### config.mk
export PLATFORM = sky130hd
export DESIGN_NAME = adc_seq_ctrl
export DESIGN_NICKNAME = d
export VERILOG_FILES = /design/src/rtl/adc_seq_pkg.sv /design/src/rtl/adc_seq_sar.sv /design/src/rtl/adc_seq_ctl.sv /design/src/rtl/adc_seq_ctrl.sv
export SDC_FILE = /design/constraint.sdc
export NUM_CORES = 1
export LEC_CHECK = 0
export ABC_AREA = 1
export BUFFER_PORTS_ARGS = -buffer_cell sky130_fd_sc_hd__buf_2
export CAP_MARGIN = 0
export CORE_MARGIN = 1.5
export CORE_UTILIZATION = 40
export DETAILED_ROUTE_END_ITERATION = 8
export GPL_ROUTABILITY_DRIVEN = 0
export PLACE_DENSITY = 0.67
export SLEW_MARGIN = 20
export SYNTH_ARGS = -nofsm -noshare
export SYNTH_HDL_FRONTEND = slang
export SYNTH_HIERARCHICAL = 1
export SYNTH_SLANG_ARGS = --single-unit
### constraint.sdc
create_clock -name clk -period 2.9 [get_ports clk]
set_input_delay 0.58 -clock clk [delete_from_list [all_inputs] [get_ports clk]]
set_output_delay 0.58 -clock clk [all_outputs]
set_load 0.01 [all_outputs]
### src/rtl/adc_seq_pkg.sv
package adc_seq_pkg;
    typedef enum logic [1:0] {
        PH_IDLE = 2'd0,
        PH_SAMP = 2'd1,
        PH_CONV = 2'd2
    } sar_phase_e;

    localparam logic [1:0] ADDR_CTRL = 2'd0;
    localparam logic [1:0] ADDR_CHAN = 2'd1;
    localparam logic [1:0] ADDR_RES  = 2'd2;
    localparam logic [1:0] ADDR_RESH = 2'd3;

    localparam int CTRL_EN_BIT = 1;
    localparam int CTRL_GO_BIT = 0;
endpackage

### src/rtl/adc_seq_sar.sv
module adc_seq_sar
    import adc_seq_pkg::*;
#(
    parameter int RES_W = 10
) (
    input  logic             clk,
    input  logic             rst_n,
    input  logic             begin_i,
    input  logic             abort_i,
    input  logic             cmp_i,
    output logic             busy_o,
    output logic             sample_o,
    output logic [RES_W-1:0] dac_o,
    output logic             done_o,
    output logic [RES_W-1:0] result_o
);
    localparam int IDX_W = (RES_W > 1) ? $clog2(RES_W) : 1;
    localparam logic [IDX_W-1:0] TOP_IDX = IDX_W'(RES_W - 1);

    typedef struct packed {
        sar_phase_e       ph;
        logic [IDX_W-1:0] idx;
        logic [RES_W-1:0] work;
    } sar_t;

    sar_t s_d, s_q;
    logic [RES_W-1:0] trial;

    always_comb begin
        trial  = s_q.work | (RES_W'(1) << s_q.idx);
        s_d    = s_q;
        done_o = 1'b0;
        case (s_q.ph)
            PH_IDLE: if (begin_i) s_d.ph = PH_SAMP;
            PH_SAMP: begin
                s_d.ph   = PH_CONV;
                s_d.idx  = TOP_IDX;
                s_d.work = '0;
            end
            PH_CONV: begin
                if (cmp_i) s_d.work = trial;
                if (s_q.idx == '0) begin
                    s_d.ph = PH_IDLE;
                    done_o = 1'b1;
                end else begin
                    s_d.idx = s_q.idx - 1'b1;
                end
            end
            default: s_d.ph = PH_IDLE;
        endcase
        if (abort_i) begin
            s_d.ph = PH_IDLE;
            done_o = 1'b0;
        end
    end

    always_ff @(posedge clk or negedge rst_n) begin
        if (!rst_n) begin
            s_q <= '{ph: PH_IDLE, idx: '0, work: '0};
        end else begin
            s_q <= s_d;
        end
    end

    assign busy_o   = (s_q.ph != PH_IDLE);
    assign sample_o = (s_q.ph == PH_SAMP);
    assign dac_o    = (s_q.ph == PH_CONV) ? trial : '0;
    assign result_o = cmp_i ? trial : s_q.work;

    // the sample cycle leads into the MSB trial
    assert_samp_to_msb_R3: assert property (@(posedge clk) disable iff (!rst_n)
        (s_q.ph == PH_SAMP && !abort_i) |=> (s_q.ph == PH_CONV && dac_o == (RES_W'(1) << TOP_IDX)));

    // no bits below the current trial position are set in the DAC code
    assert_dac_low_clear_R3: assert property (@(posedge clk) disable iff (!rst_n)
        (s_q.ph == PH_CONV) |-> ((dac_o & ((RES_W'(1) << s_q.idx) - RES_W'(1))) == '0));

    // a decision cycle that is not the last continues converting
    assert_conv_continues_R4: assert property (@(posedge clk) disable iff (!rst_n)
        (s_q.ph == PH_CONV && s_q.idx != '0 && !abort_i) |=> (s_q.ph == PH_CONV));
endmodule

### src/rtl/adc_seq_ctl.sv
module adc_seq_ctl #(
    parameter int RES_W = 10,
    parameter int CH_W  = 3
) (
    input  logic             clk,
    input  logic             rst_n,
    input  logic             wr_ctrl_i,
    input  logic             wr_chan_i,
    input  logic             en_i,
    input  logic             go_i,
    input  logic [CH_W-1:0]  chan_i,
    input  logic             sar_done_i,
    input  logic [RES_W-1:0] sar_result_i,
    output logic             enable_o,
    output logic             start_o,
    output logic [CH_W-1:0]  chan_o,
    output logic [CH_W-1:0]  chan_lat_o,
    output logic [RES_W-1:0] result_o,
    output logic             irq_o,
    output logic             begin_o,
    output logic             abort_o
);
    typedef struct packed {
        logic             en;
        logic             go;
        logic [CH_W-1:0]  chan;
        logic [CH_W-1:0]  chan_lat;
        logic [RES_W-1:0] result;
        logic             irq;
    } ctl_t;

    ctl_t c_d, c_q;
    logic go_new;

    always_comb begin
        go_new  = en_i & go_i & c_q.en;
        begin_o = wr_ctrl_i & go_new & ~c_q.go;
        abort_o = wr_ctrl_i & c_q.go & ~go_new;

        c_d     = c_q;
        c_d.irq = 1'b0;
        if (wr_ctrl_i) begin
            c_d.en = en_i;
            c_d.go = go_new;
        end
        if (wr_chan_i) c_d.chan = chan_i;
        if (begin_o)   c_d.chan_lat = c_q.chan;
        if (sar_done_i) begin
            c_d.go     = 1'b0;
            c_d.result = sar_result_i;
            c_d.irq    = 1'b1;
        end
    end

    always_ff @(posedge clk or negedge rst_n) begin
        if (!rst_n) begin
            c_q <= '0;
        end else begin
            c_q <= c_d;
        end
    end

    assign enable_o   = c_q.en;
    assign start_o    = c_q.go;
    assign chan_o     = c_q.chan;
    assign chan_lat_o = c_q.chan_lat;
    assign result_o   = c_q.result;
    assign irq_o      = c_q.irq;

    // start is never held without enable
    assert_go_needs_en_R8: assert property (@(posedge clk) disable iff (!rst_n)
        c_q.go |-> c_q.en);

    // the interrupt is a single-cycle pulse
    assert_irq_single_R4: assert property (@(posedge clk) disable iff (!rst_n)
        c_q.irq |=> !c_q.irq);

    // start is already clear while the interrupt is shown
    assert_irq_go_clear_R5: assert property (@(posedge clk) disable iff (!rst_n)
        c_q.irq |-> !c_q.go);

    // the result changes only together with a completion
    assert_result_hold_R10: assert property (@(posedge clk) disable iff (!rst_n)
        1'b1 |=> (c_q.irq || $stable(c_q.result)));

    // the latched channel is frozen while a conversion runs
    assert_chan_frozen_R9: assert property (@(posedge clk) disable iff (!rst_n)
        c_q.go |=> (!c_q.go || $stable(c_q.chan_lat)));
endmodule

### src/rtl/adc_seq_ctrl.sv
module adc_seq_ctrl
    import adc_seq_pkg::*;
#(
    parameter int RES_W  = 10,
    parameter int CH_W   = 3,
    parameter int DATA_W = 16,
    parameter int HI_W   = 8
) (
    input  logic              clk,
    input  logic              rst_n,
    input  logic              bus_we,
    input  logic [1:0]        bus_addr,
    input  logic [DATA_W-1:0] bus_wdata,
    output logic [DATA_W-1:0] bus_rdata,
    input  logic              cmp_i,
    output logic [RES_W-1:0]  dac_code_o,
    output logic              sample_o,
    output logic [CH_W-1:0]   chan_sel_o,
    output logic              busy_o,
    output logic              irq_o
);
    logic             wr_ctrl, wr_chan;
    logic             enable_q, start_q;
    logic [CH_W-1:0]  chan_q;
    logic [RES_W-1:0] result_q;
    logic             begin_s, abort_s;
    logic             sar_busy, sar_done;
    logic [RES_W-1:0] sar_result;
    logic             unused_wdata;

    assign wr_ctrl      = bus_we && (bus_addr == ADDR_CTRL);
    assign wr_chan      = bus_we && (bus_addr == ADDR_CHAN);
    assign unused_wdata = ^bus_wdata;

    adc_seq_ctl #(.RES_W(RES_W), .CH_W(CH_W)) u_ctl (
        .clk          (clk),
        .rst_n        (rst_n),
        .wr_ctrl_i    (wr_ctrl),
        .wr_chan_i    (wr_chan),
        .en_i         (bus_wdata[CTRL_EN_BIT]),
        .go_i         (bus_wdata[CTRL_GO_BIT]),
        .chan_i       (bus_wdata[CH_W-1:0]),
        .sar_done_i   (sar_done),
        .sar_result_i (sar_result),
        .enable_o     (enable_q),
        .start_o      (start_q),
        .chan_o       (chan_q),
        .chan_lat_o   (chan_sel_o),
        .result_o     (result_q),
        .irq_o        (irq_o),
        .begin_o      (begin_s),
        .abort_o      (abort_s)
    );

    adc_seq_sar #(.RES_W(RES_W)) u_sar (
        .clk      (clk),
        .rst_n    (rst_n),
        .begin_i  (begin_s),
        .abort_i  (abort_s),
        .cmp_i    (cmp_i),
        .busy_o   (sar_busy),
        .sample_o (sample_o),
        .dac_o    (dac_code_o),
        .done_o   (sar_done),
        .result_o (sar_result)
    );

    assign busy_o = sar_busy;

    always_comb begin
        case (bus_addr)
            ADDR_CTRL: bus_rdata = DATA_W'({enable_q, start_q});
            ADDR_CHAN: bus_rdata = DATA_W'(chan_q);
            ADDR_RES:  bus_rdata = DATA_W'(result_q);
            default:   bus_rdata = DATA_W'(result_q[RES_W-1 -: HI_W]);
        endcase
    end

    // the start bit tracks the sequencer's busy state exactly
    assert_start_eq_busy_R5: assert property (@(posedge clk) disable iff (!rst_n)
        start_q == sar_busy);

    // a control write with enable 0 never leaves start set
    assert_drop_start_R8: assert property (@(posedge clk) disable iff (!rst_n)
        (wr_ctrl && !bus_wdata[CTRL_EN_BIT]) |=> !start_q);

    // clearing enable stops any running conversion
    assert_disable_stops_R11: assert property (@(posedge clk) disable iff (!rst_n)
        (wr_ctrl && !bus_wdata[CTRL_EN_BIT]) |=> (!busy_o && !enable_q));
endmodule

==> results of run 1 <==
registers in the layout, indices dropped and copies added, names as in the netlist:
name,flops
u_ctl/result_o,10
u_ctl/enable_o,1
u_ctl/chan_o,3
u_sar/s_q,16
u_ctl/chan_lat_o,3
u_ctl/start_o,1
u_ctl/irq_o,1
cells in the final DEF, fill, tap and decap left out:
cell / synthesis / routed
o21ai_0: 15 / 15
nand2_4: 2 / 2
bufinv_16: 0 / 1
inv_1: 42 / 42
nor2_2: 3 / 3
nor3_4: 0 / 1
o211ai_2: 1 / 1
clkinv_2: 1 / 2
nor3_1: 3 / 2
nor2_4: 2 / 2
conb_1: 1 / 6
clkbuf_8: 0 / 5
inv_2: 4 / 4
xor2_1: 1 / 1
nand4_1: 4 / 4
nand2_2: 6 / 6
a21oi_1: 11 / 11
or2_2: 1 / 1
nand2_1: 63 / 63
nor2_1: 6 / 6
buf_2: 3 / 34
o21ai_1: 1 / 1
nor3_2: 1 / 1
clkinv_4: 0 / 1
nand3_1: 31 / 31
o22ai_2: 4 / 4
o21ai_2: 9 / 9
clkinv_1: 1 / 1
dfrtp_1: 35 / 35
ha_1: 9 / 9
critical path, delay by kind of cell, from the launching register on:
| family | cells | cell delay (ps) |
|---|---|---|
| AO/OA/AOI/OAI | 1 | 240 |
| buffers and inverters | 3 | 540 |
| flip-flops | 1 | 400 |
| adder cells (fa/ha/maj) | 1 | 300 |
through the flow:
stage | hold slack (ps) | power, mW | utilization | instance area, sq um
global placement | 450.8 | 1.563 | 0.4527 | 2312
CTS | 381.0 | 2.042 | 0.4748 | 2425
finish | 350.5 | 2.028 | 0.4760 | 2431
detailed placement | 458.7 | 1.594 | 0.4527 | 2312
global route | 420.1 | 2.190 | 0.4760 | 2431
floorplan | 284.4 | 1.374 | - | 2143
how the worst min path moves through the flow:
stage / cells after the start / from / slack, ps / to
6_report: 1 / rst_n / 350 / u_ctl/chan_lat_o[2]$_DFFE_PN0P_
5_1_grt: 1 / rst_n / 420 / u_ctl/chan_lat_o[0]$_DFFE_PN0P_
4_1_cts: 1 / rst_n / 380 / u_ctl/chan_lat_o[2]$_DFFE_PN0P_
3_5_place_dp: 2 / u_ctl/chan_lat_o[1]$_DFFE_PN0P_ / 460 / u_ctl/chan_lat_o[1]$_DFFE_PN0P_
3_3_place_gp: 2 / u_ctl/chan_lat_o[0]$_DFFE_PN0P_ / 450 / u_ctl/chan_lat_o[0]$_DFFE_PN0P_
2_1_floorplan: 0 / rst_n / 280 / u_ctl/chan_lat_o[0]$_DFFE_PN0P_
kinds of logic after synthesis:
kind of cell / synth area share
flip-flops: 0.4122
buffers and inverters: 0.1296
other: 0.001765
XOR/XNOR: 0.004123
AND/OR/NAND/NOR: 0.2691
AO/OA/AOI/OAI: 0.1302
adder cells (fa/ha/maj): 0.05300
per-layer routing:
layer	global-route usage	wire (um)	share of wire	vias up
li1	-	-	-	909
met4	0.05357	21	0.0049	0
met2	0.2657	1974	0.46	41
met5	0	0	0	-
met1	0.2061	2085	0.49	787
met3	0.04365	190	0.044	4
power breakdown:
part / internal, mW / switching [mW]
registers: 0.631 / 0.130
clock network: 0.256 / 0.189
logic: 0.287 / 0.535
area by class of cell:
type,count,area [sq um]
Clock inverter,3,43.79
Timing Repair Buffer,34,170.2
Sequential cell,35,875.8
Tap cell,70,87.58
Inverter,48,181.4
Clock buffer,5,68.82
Multi-Input combinational cell,179,1003
Fill cell,548,2676
==> metrics.md, run 1 <==
| Metric | Value |
|---|---|
| Status | complete, no violations |
| Vias | about 1700 |
| Final Setup Violations | 0 |
| Worst setup margin | 538.2 ps |
| DR pass1 iterations | 4 |
| Share of layout cells above drive strength 1 | 0.2533 |
| CTS max path bufs | 2 |
| R2r worst-path depth | 5 |
| Cell area after synthesis | approximately 0.0021 sq mm |
| Most instantiated cells after synthesis | nand2_1, inv_1, dfrtp_1 |
| Setup Crit Path Kind | reg -> out |
| Vias per cell | 4.655 |
| Critical path capture point | dac_code_o[1] |
| Worst setup EP type | output pin |
| Die Height | between 70 and 80 um |
| CTS buffer count | 5 |
| Syn-to-layout area delta | 14.43% |
| Yosys warns | 6 |
| P_leak | around 1.3 nW |
| Fmax | 0.4234 GHz |
| CTS sink cnt | 35 |
| Die width | ~76 um |
| Setup_tns | 0 ps |
| IO buf count | 34 |
| Worst reg2reg startpoint | u_sar/s_q[14]$_DFFE_PN0P_ |
| Net count, final | 334 |
| Synth Area per Inst | approximately 8 sq um |
| H-tree levels | 2 |
| Capturing point of the worst reg2reg path | u_ctl/result_o[5]$_DFFE_PN0P_ |
| Post-synth top area share | 0.4122 |
| Synth Flop Type | dfrtp_1 |
| Reg clk slew, reported paths | 80 ps |
| Cell-by-cell trace of the critical path | inv_1, ha_1, inv_1, a21oi_1, buf_2 |
| Placed cell count | 366 |
| Synthesized instance count | 269 |
| Reg-to-reg slack, setup | 820 ps |
| Number of gates resized after cts | 0 |
| Synth cell types | 28 |
| Startpoint types | flip-flop |
| WL/cell | roughly 11 um |
| Final setup skew | a little under 10 ps |
| Critical Path AT | ~1800 ps |
| Initial antenna violation count | 0 |
| Yosys top cell by area | dfrtp_1 |
| Min cycle time layout | 2362 ps |
| Floorplan row count | 26 |
| First-pass GRT wire length | between 6 and 7 mm |
| CTS hold repair buffers | 0 |
| Endpoints failing hold | 0 |
| Initial Utilization | 0.4160 |
| Diodes inserted | 0 |
| Iteration-0 DRC Markers | between 70 and 80 |
| Worst path slowest cell | dfrtp_1 |
| Sequential element share of the synthesized area | 0.4122 |
| Maxcap violations | 0 |
| Crit Path Max Fanout | 12 |
| Max-slew violation count | 0 |
| Synth area leaders | dfrtp_1, nand2_1, inv_1 |
| FFs w/ async S/R, synth | 1.000 |
| Post-Route WL | between 4 and 5 mm |
| Slew margin rel. | 0.4831 |
| Skew-Pair Late Insertion Delay | 300 ps |
| Worst Tran Pin Value | between 700 and 800 ps |
| Largest net degree at the start of global routing | 36 |
| Flops & latches, synth | 35 |
| Die area | roughly 0.0058 sq mm |
| Gr usage total | 0.1617 |
| Post-synth EDFFs | 0 |
| Clock Tree Root | clkbuf_8 |
| CTS tree | built |
| Total I/O pin count | 54 |
| Most frequent cell after synthesis | nand2_1 |
| Core footprint | 0.005107 sq mm |
| Post-DRT Antenna Nets | 0 |
| Finished Layout Cells | approximately 370 |
| Critical Path RT | approximately 2300 ps |
| Maximum VDD drop | 0.0003757 V |
| Min-Delay Path Class | in -> async |
| Final Cycle Share | 0.8144 |
| Grt total ovfl | 0 |
| Worst slack, placed | between 400 and 500 ps |
| RSZ-0062 raised after global routing | false |
| CP peak stage delay | 400 ps |
| PwrDens | 834.2 mW/mm^2 |
| Vias in the first global route | 1560 |
| Setup Buffers After CTS | 0 |
| CP dominant cell by count | inv_1 |
| DRC | 0 |
| Crit path from | u_sar/s_q[14]$_DFFE_PN0P_ |
| Detailed placement HPWL | 3.225 mm |
No activity file was read; power rests on OpenSTA's default activity.
==> run 2, diff against run 1 <==
- PLACE_DENSITY: 0.67 -> 0.69
- clock period: 2.9 -> 1.89 ns (I/O delays scaled with it)
==> metrics.md, run 2 (same netlist as run 1, synthesis figures left out) <==
| Metric | Value |
|---|---|
| Status | complete, no violations |
| Critical Path RT | around 1500 ps |
| Die area | 0.005758 sq mm |
| Vias | ~1800 |
| Iteration-0 DRC Markers | 91 |
| Register area | 875.8 sq um |
| Diodes inserted | 0 |
| Vias per cell | 4.668 |
| Detailed placement HPWL | 3.184 mm |
| CTS tree | built |
| Vias in the first global route | ~1700 |
| CTS buffer count | 5 |
| Maximum VDD drop | 0.0007115 V |
| Worst Tran Pin Value | 653.9 ps |
| Layout filler cell count | ~470 |
| Final Setup Violations | 0 |
| Initial antenna violation count | 0 |
| Reg clk slew, reported paths | around 80 ps |
| RSZ-0062 raised after global routing | true |
| Crit Path Max Fanout | 3 |
| Die Height | 75.88 um |
| Commonest non-fill, non-tap cell in the layout | nand2_1 |
| Floorplan row count | 26 |
| Grt total ovfl | 0 |
| Util after Layout | 0.5174 |
| Overall power | between 3 and 4 mW |
| Net count, final | 348 |
| P_leak | 1.347 nW |
| Skew-Pair Late Insertion Delay | 290 ps |
| DRC | 0 |
| Worst setup EP type | output pin |
| Total I/O pin count | between 50 and 60 |
| DR pass1 iterations | 4 |
| Min cycle time layout | 1844 ps |
| Startpoint types | flip-flop |
| PwrDens | 1284 mW/mm^2 |
| Initial Utilization | 0.4160 |
| CTS hold repair buffers | 0 |
| Core footprint | 0.005107 sq mm |
| Fmax | 0.5424 GHz |
| CTS max path bufs | 2 |
| Max reg flops | 16 |
| WL/cell | ~12 um |
| Gr usage total | 0.1715 |
| Post-Route WL | about 4.5 mm |
| IO buf count | 34 |
| Clock Tree Root | clkbuf_8 |
| Critical Path AT | about 1500 ps |
| Commonest non-fill, non-tap cells in the layout | nand2_1, inv_1, dfrtp_1 |
| Area of the multi-input gates | 0.001102 sq mm |
| Syn-to-layout area delta | 24.38% |
| Setup Crit Path Kind | reg -> out |
| First-pass GRT wire length | 7.396 mm |
| Maxcap violations | 0 |
| Share of layout cells above drive strength 1 | 0.3491 |
| Largest net degree at the start of global routing | 36 |
| Most flops, register | u_sar/s_q |
| Slew margin rel. | 0.5626 |
| Min-Delay Path Class | in -> async |
| Die width | 75.88 um |
| Final Cycle Share | 0.9755 |
| CTS sink cnt | 35 |
| Post-DRT Antenna Nets | 0 |
| Max-slew violation count | 0 |
| H-tree levels | 2 |
| Endpoints failing hold | 0 |
| Final setup skew | 6.801 ps |
[run 2: cell types whose count changed in the layout (fill, tap and decap cells not counted), sizes merged]
cell,before,now
buf,34,48
[run 2: critical path, stage by stage, from the launching register on]
cell,delay (ps)
dfrtp_1,390
inv_2,100
ha_4,150
buf_4,130
nand3_2,110
a21oi_2,160
buf_2,140
[run 2: per-stage QoR]
stage / setup WS [ps] / hold WS (ps) / instance area [sq um] / setup TNS, ps / cells
3_5_place_dp: -169.3 / 442.4 / 2395 / -1459 / 377
5_1_grt: -25.50 / 141.9 / 2643 / -56.49 / 388
6_report: 46.28 / 107.5 / 2643 / 0 / 388
3_3_place_gp: -57.27 / 442.0 / 2395 / -559.0 / 377
4_1_cts: 1.584 / 128.9 / 2555 / 0 / 387
2_1_floorplan: 319.3 / 82.41 / 2143 / 0 / 274
[run 2: final timing paths]
check | endpoint | slack (ps) | from | cells past startpoint
worst min register to register | u_ctl/chan_lat_o[2]$_DFFE_PN0P_ | 470 | u_ctl/chan_lat_o[2]$_DFFE_PN0P_ | 2
worst max-delay path | dac_code_o[4] | 50 | u_sar/s_q[11]$_DFFE_PN0P_ | 6
max in group asynchronous | u_sar/s_q[13]$_DFFE_PN0P_ | 1460 | rst_n | 2
worst max register to register | u_ctl/result_o[4]$_DFFE_PN0P_ | 260 | u_sar/s_q[14]$_DFFE_PN0P_ | 5
min in group clk | u_ctl/chan_o[2]$_DFFE_PN0P_ | 290 | bus_wdata[2] | 3
worst min-delay path | u_ctl/chan_lat_o[0]$_DFFE_PN0P_ | 110 | rst_n | 2
[run 2: routing by layer]
layer / vias up / wire (um) / track usage
met5: - / 0 / 0
met4: 0 / 41 / 0.04762
met3: 4 / 172 / 0.05159
met2: 37 / 2134 / 0.2889
met1: 833 / 2178 / 0.2129
li1: 937 / - / -
[run 2: final cells by class]
class,instances,area share
clock buffer,5,0.02604
clock inverter,3,0.01657
inverter,48,0.06866
multi-input combinational,179,0.4171
sequential,35,0.3314
tap,70,0.03314
timing repair buffer,48,0.1070
[run 2: power breakdown]
part	internal, mW	total (mW)	switching [mW]
Combinational	0.607	1.57	0.968
Sequential	0.970	1.14	0.172
Clock	0.393	0.677	0.284
[run 2: timing repair]
action / 4_1_cts / 5_1_grt
endpoints found under the setup margin: 21 / 10
gates cloned: 0 / 1
setup buffers: 2 / 0
pin swaps: 2 / 4
gates resized for setup: 10 / 19
==> run 3, diff against run 2 <==
- ABC_AREA: 1 -> not set
- ABC_CLOCK_PERIOD_IN_PS: not set -> 1890
- PLACE_DENSITY: 0.69 -> 0.7
- TNS_END_PERCENT: not set -> 100
==> metrics.md, run 3 <==
| Metric | Value |
|---|---|
| Critical Path AT | 2030 ps |
| Yosys warns | 6 |
| Max-slew violation count | 0 |
| Min-Delay Path Class | in -> async |
| CTS buffer count | 5 |
| Initial Utilization | 0.4240 |
| Synth Flop Type | dfrtp_1 |
| Die Height | about 75 um |
| IO buf count | 34 |
| Clock Tree Root | clkbuf_8 |
| H-tree levels | 2 |
| Overall power | about 3.2 mW |
| Die width | 74.69 um |
| Finished Layout Cells | around 300 |
| Post-synth top area share | 0.4260 |
| Most frequent cell after synthesis | dfrtp_1 |
| Critical Path RT | around 2100 ps |
| Die area | about 0.0056 sq mm |
| Maximum VDD drop | 0.001205 V |
| Diodes inserted | 0 |
| Syn-to-layout area delta | 27.08% |
| Most flops, register | u_sar/s_q |
| CTS sink cnt | 35 |
| PwrDens | 1207 mW/mm^2 |
| Vias in the first global route | 1447 |
| FFs w/ async S/R, synth | 1.000 |
| Largest net degree at the start of global routing | 36 |
| Synth cell types | 39 |
| Vias | approximately 1600 |
| Detailed placement HPWL | approximately 3.1 mm |
| Most instantiated cells after synthesis | dfrtp_1, nor2_1, mux2_2 |
| Crit Path Max Fanout | 12 |
| Sequential element share of the synthesized area | 0.4260 |
| CTS max path bufs | 2 |
| Final Cycle Share | 0.9838 |
| Floorplan row count | 25 |
| Vias per cell | 5.129 |
| Cell area after synthesis | 0.002056 sq mm |
| Initial antenna violation count | 0 |
| Post-DRT Antenna Nets | 0 |
| First-pass GRT wire length | between 7 and 8 mm |
| Grt total ovfl | 0 |
| Maxcap violations | 0 |
| Final setup skew | roughly 4.7 ps |
| Net count, final | 272 |
| Final Setup Violations | 0 |
| Share of layout cells above drive strength 1 | 0.4628 |
| Reg clk slew, reported paths | around 70 ps |
| Synth area leaders | dfrtp_1, mux2_2, ha_1 |
| Commonest non-fill, non-tap cells in the layout | buf_2, dfrtp_1, nor2_1 |
| Core footprint | 0.004848 sq mm |
| Total I/O pin count | 54 |
| Post-synth EDFFs | 0 |
| Status | complete, no violations |
| CTS tree | built |
| Fmax | 0.5378 GHz |
| Placed cell count | a little under 300 |
| Iteration-0 DRC Markers | 98 |
| Max reg flops | 16 |
| Skew-Pair Late Insertion Delay | 290 ps |
| Endpoints failing hold | 0 |
| Synth Area per Inst | 10.65 sq um |
| Min cycle time layout | 1859 ps |
| Setup Crit Path Kind | reg -> reg |
| Post-Route WL | 4.541 mm |
| Startpoint types | flip-flop |
| WL/cell | 14.70 um |
| Synthesized instance count | 193 |
| P_leak | 1.290 nW |
| DR pass1 iterations | 4 |
| Flops & latches, synth | 35 |
| Gr usage total | 0.1703 |
| Yosys top cell by area | dfrtp_1 |
| DRC | 0 |
| Worst setup EP type | flip-flop |
| Setup_tns | 0 ps |
| RSZ-0062 raised after global routing | true |
[run 3: cell count changes in the layout (fill, tap and decap cells not counted), sizes merged, moves of 8 or more]
cell   change
inv       -39
mux2i     +10
nor2      +15
nand3     -29
nand2     -68
o21ai     -23
mux2      +17
nor2b      +8
[run 3: layout make-up]
| cell class | instances | area [sq um] |
|---|---|---|
| multi-input combinational | 139 | 1175 |
| clock buffer | 6 | 82.58 |
| clock inverter | 2 | 35.03 |
| timing repair buffer | 53 | 332.8 |
| fill | 440 | 2236 |
| tap | 67 | 83.83 |
| inverter | 7 | 26.28 |
| sequential | 35 | 877.1 |
[run 3: repair_timing]
action                     CTS  global route
hold buffers                 0             0
pin swaps                    1             4
gates resized for setup      8            21
buffers inserted             2             5
setup endpoints to repair    9            20
[run 3: path summary, 6_finish.rpt]
path / endpoint / slack, ps / cells after the start / start
setup / recovery: u_ctl/result_o[8]$_DFFE_PN0P_ / 30 / 6 / u_sar/s_q[10]$_DFFE_PN0P_
hold reg to reg: u_ctl/chan_lat_o[1]$_DFFE_PN0P_ / 500 / 1 / u_ctl/chan_lat_o[1]$_DFFE_PN0P_
setup reg to reg: u_ctl/result_o[8]$_DFFE_PN0P_ / 30 / 6 / u_sar/s_q[10]$_DFFE_PN0P_
hold / removal: u_ctl/result_o[8]$_DFFE_PN0P_ / 110 / 2 / rst_n
min in group clk: u_ctl/chan_o[2]$_DFFE_PN0P_ / 330 / 2 / bus_wdata[2]
max in group asynchronous: u_sar/s_q[13]$_DFFE_PN0P_ / 1430 / 2 / rst_n
[run 3: critical path, cell delays in order, from the launching register on]
cell	delay, ps
dfrtp_1	400
inv_2	100
ha_4	180
or3b_4	410
nor3_4	150
buf_12	170
mux2_2	330
[run 3: logic make-up after synthesis]
logic type,Yosys count,share of synthesized area
and+or+nand+nor,60,0.1686
AOI/OAI and AO/OA,35,0.1236
DFF,35,0.4260
muxes,29,0.1656
buffers and inverters,24,0.05965
adders and majority gates,9,0.05478
other,1,0.001824
[run 3: routing by layer]
layer  vias to the layer above  track usage  part of all wire
met5                         -            0                 0
met4                         0      0.05455            0.0097
met3                         7      0.03481             0.038
met2                        40       0.2599              0.48
met1                       775       0.2452              0.47
li1                        763            -                 -
[run 3: metrics by stage]
step	util	hold slack (ps)	setup slack [ps]	cell area, sq um
after floorplan	-	82.41	5.302	2105
after global placement	0.4880	441.4	57.45	2366
after detailed placement	0.4880	440.7	23.18	2366
after CTS	0.5182	131.2	-10.56	2512
after global routing	0.5388	159.1	-43.98	2613
final	0.5388	113.9	30.62	2613
[run 3: power by group]
| part | leakage, nW | switching (mW) | internal [mW] | total (mW) |
|---|---|---|---|---|
| clock network | 0.0612 | 0.271 | 0.427 | 0.698 |
| logic | 0.765 | 0.774 | 0.674 | 1.45 |
| registers | 0.464 | 0.119 | 0.889 | 1.01 |
| total | 1.29 | 1.16 | 1.99 | 3.15 |
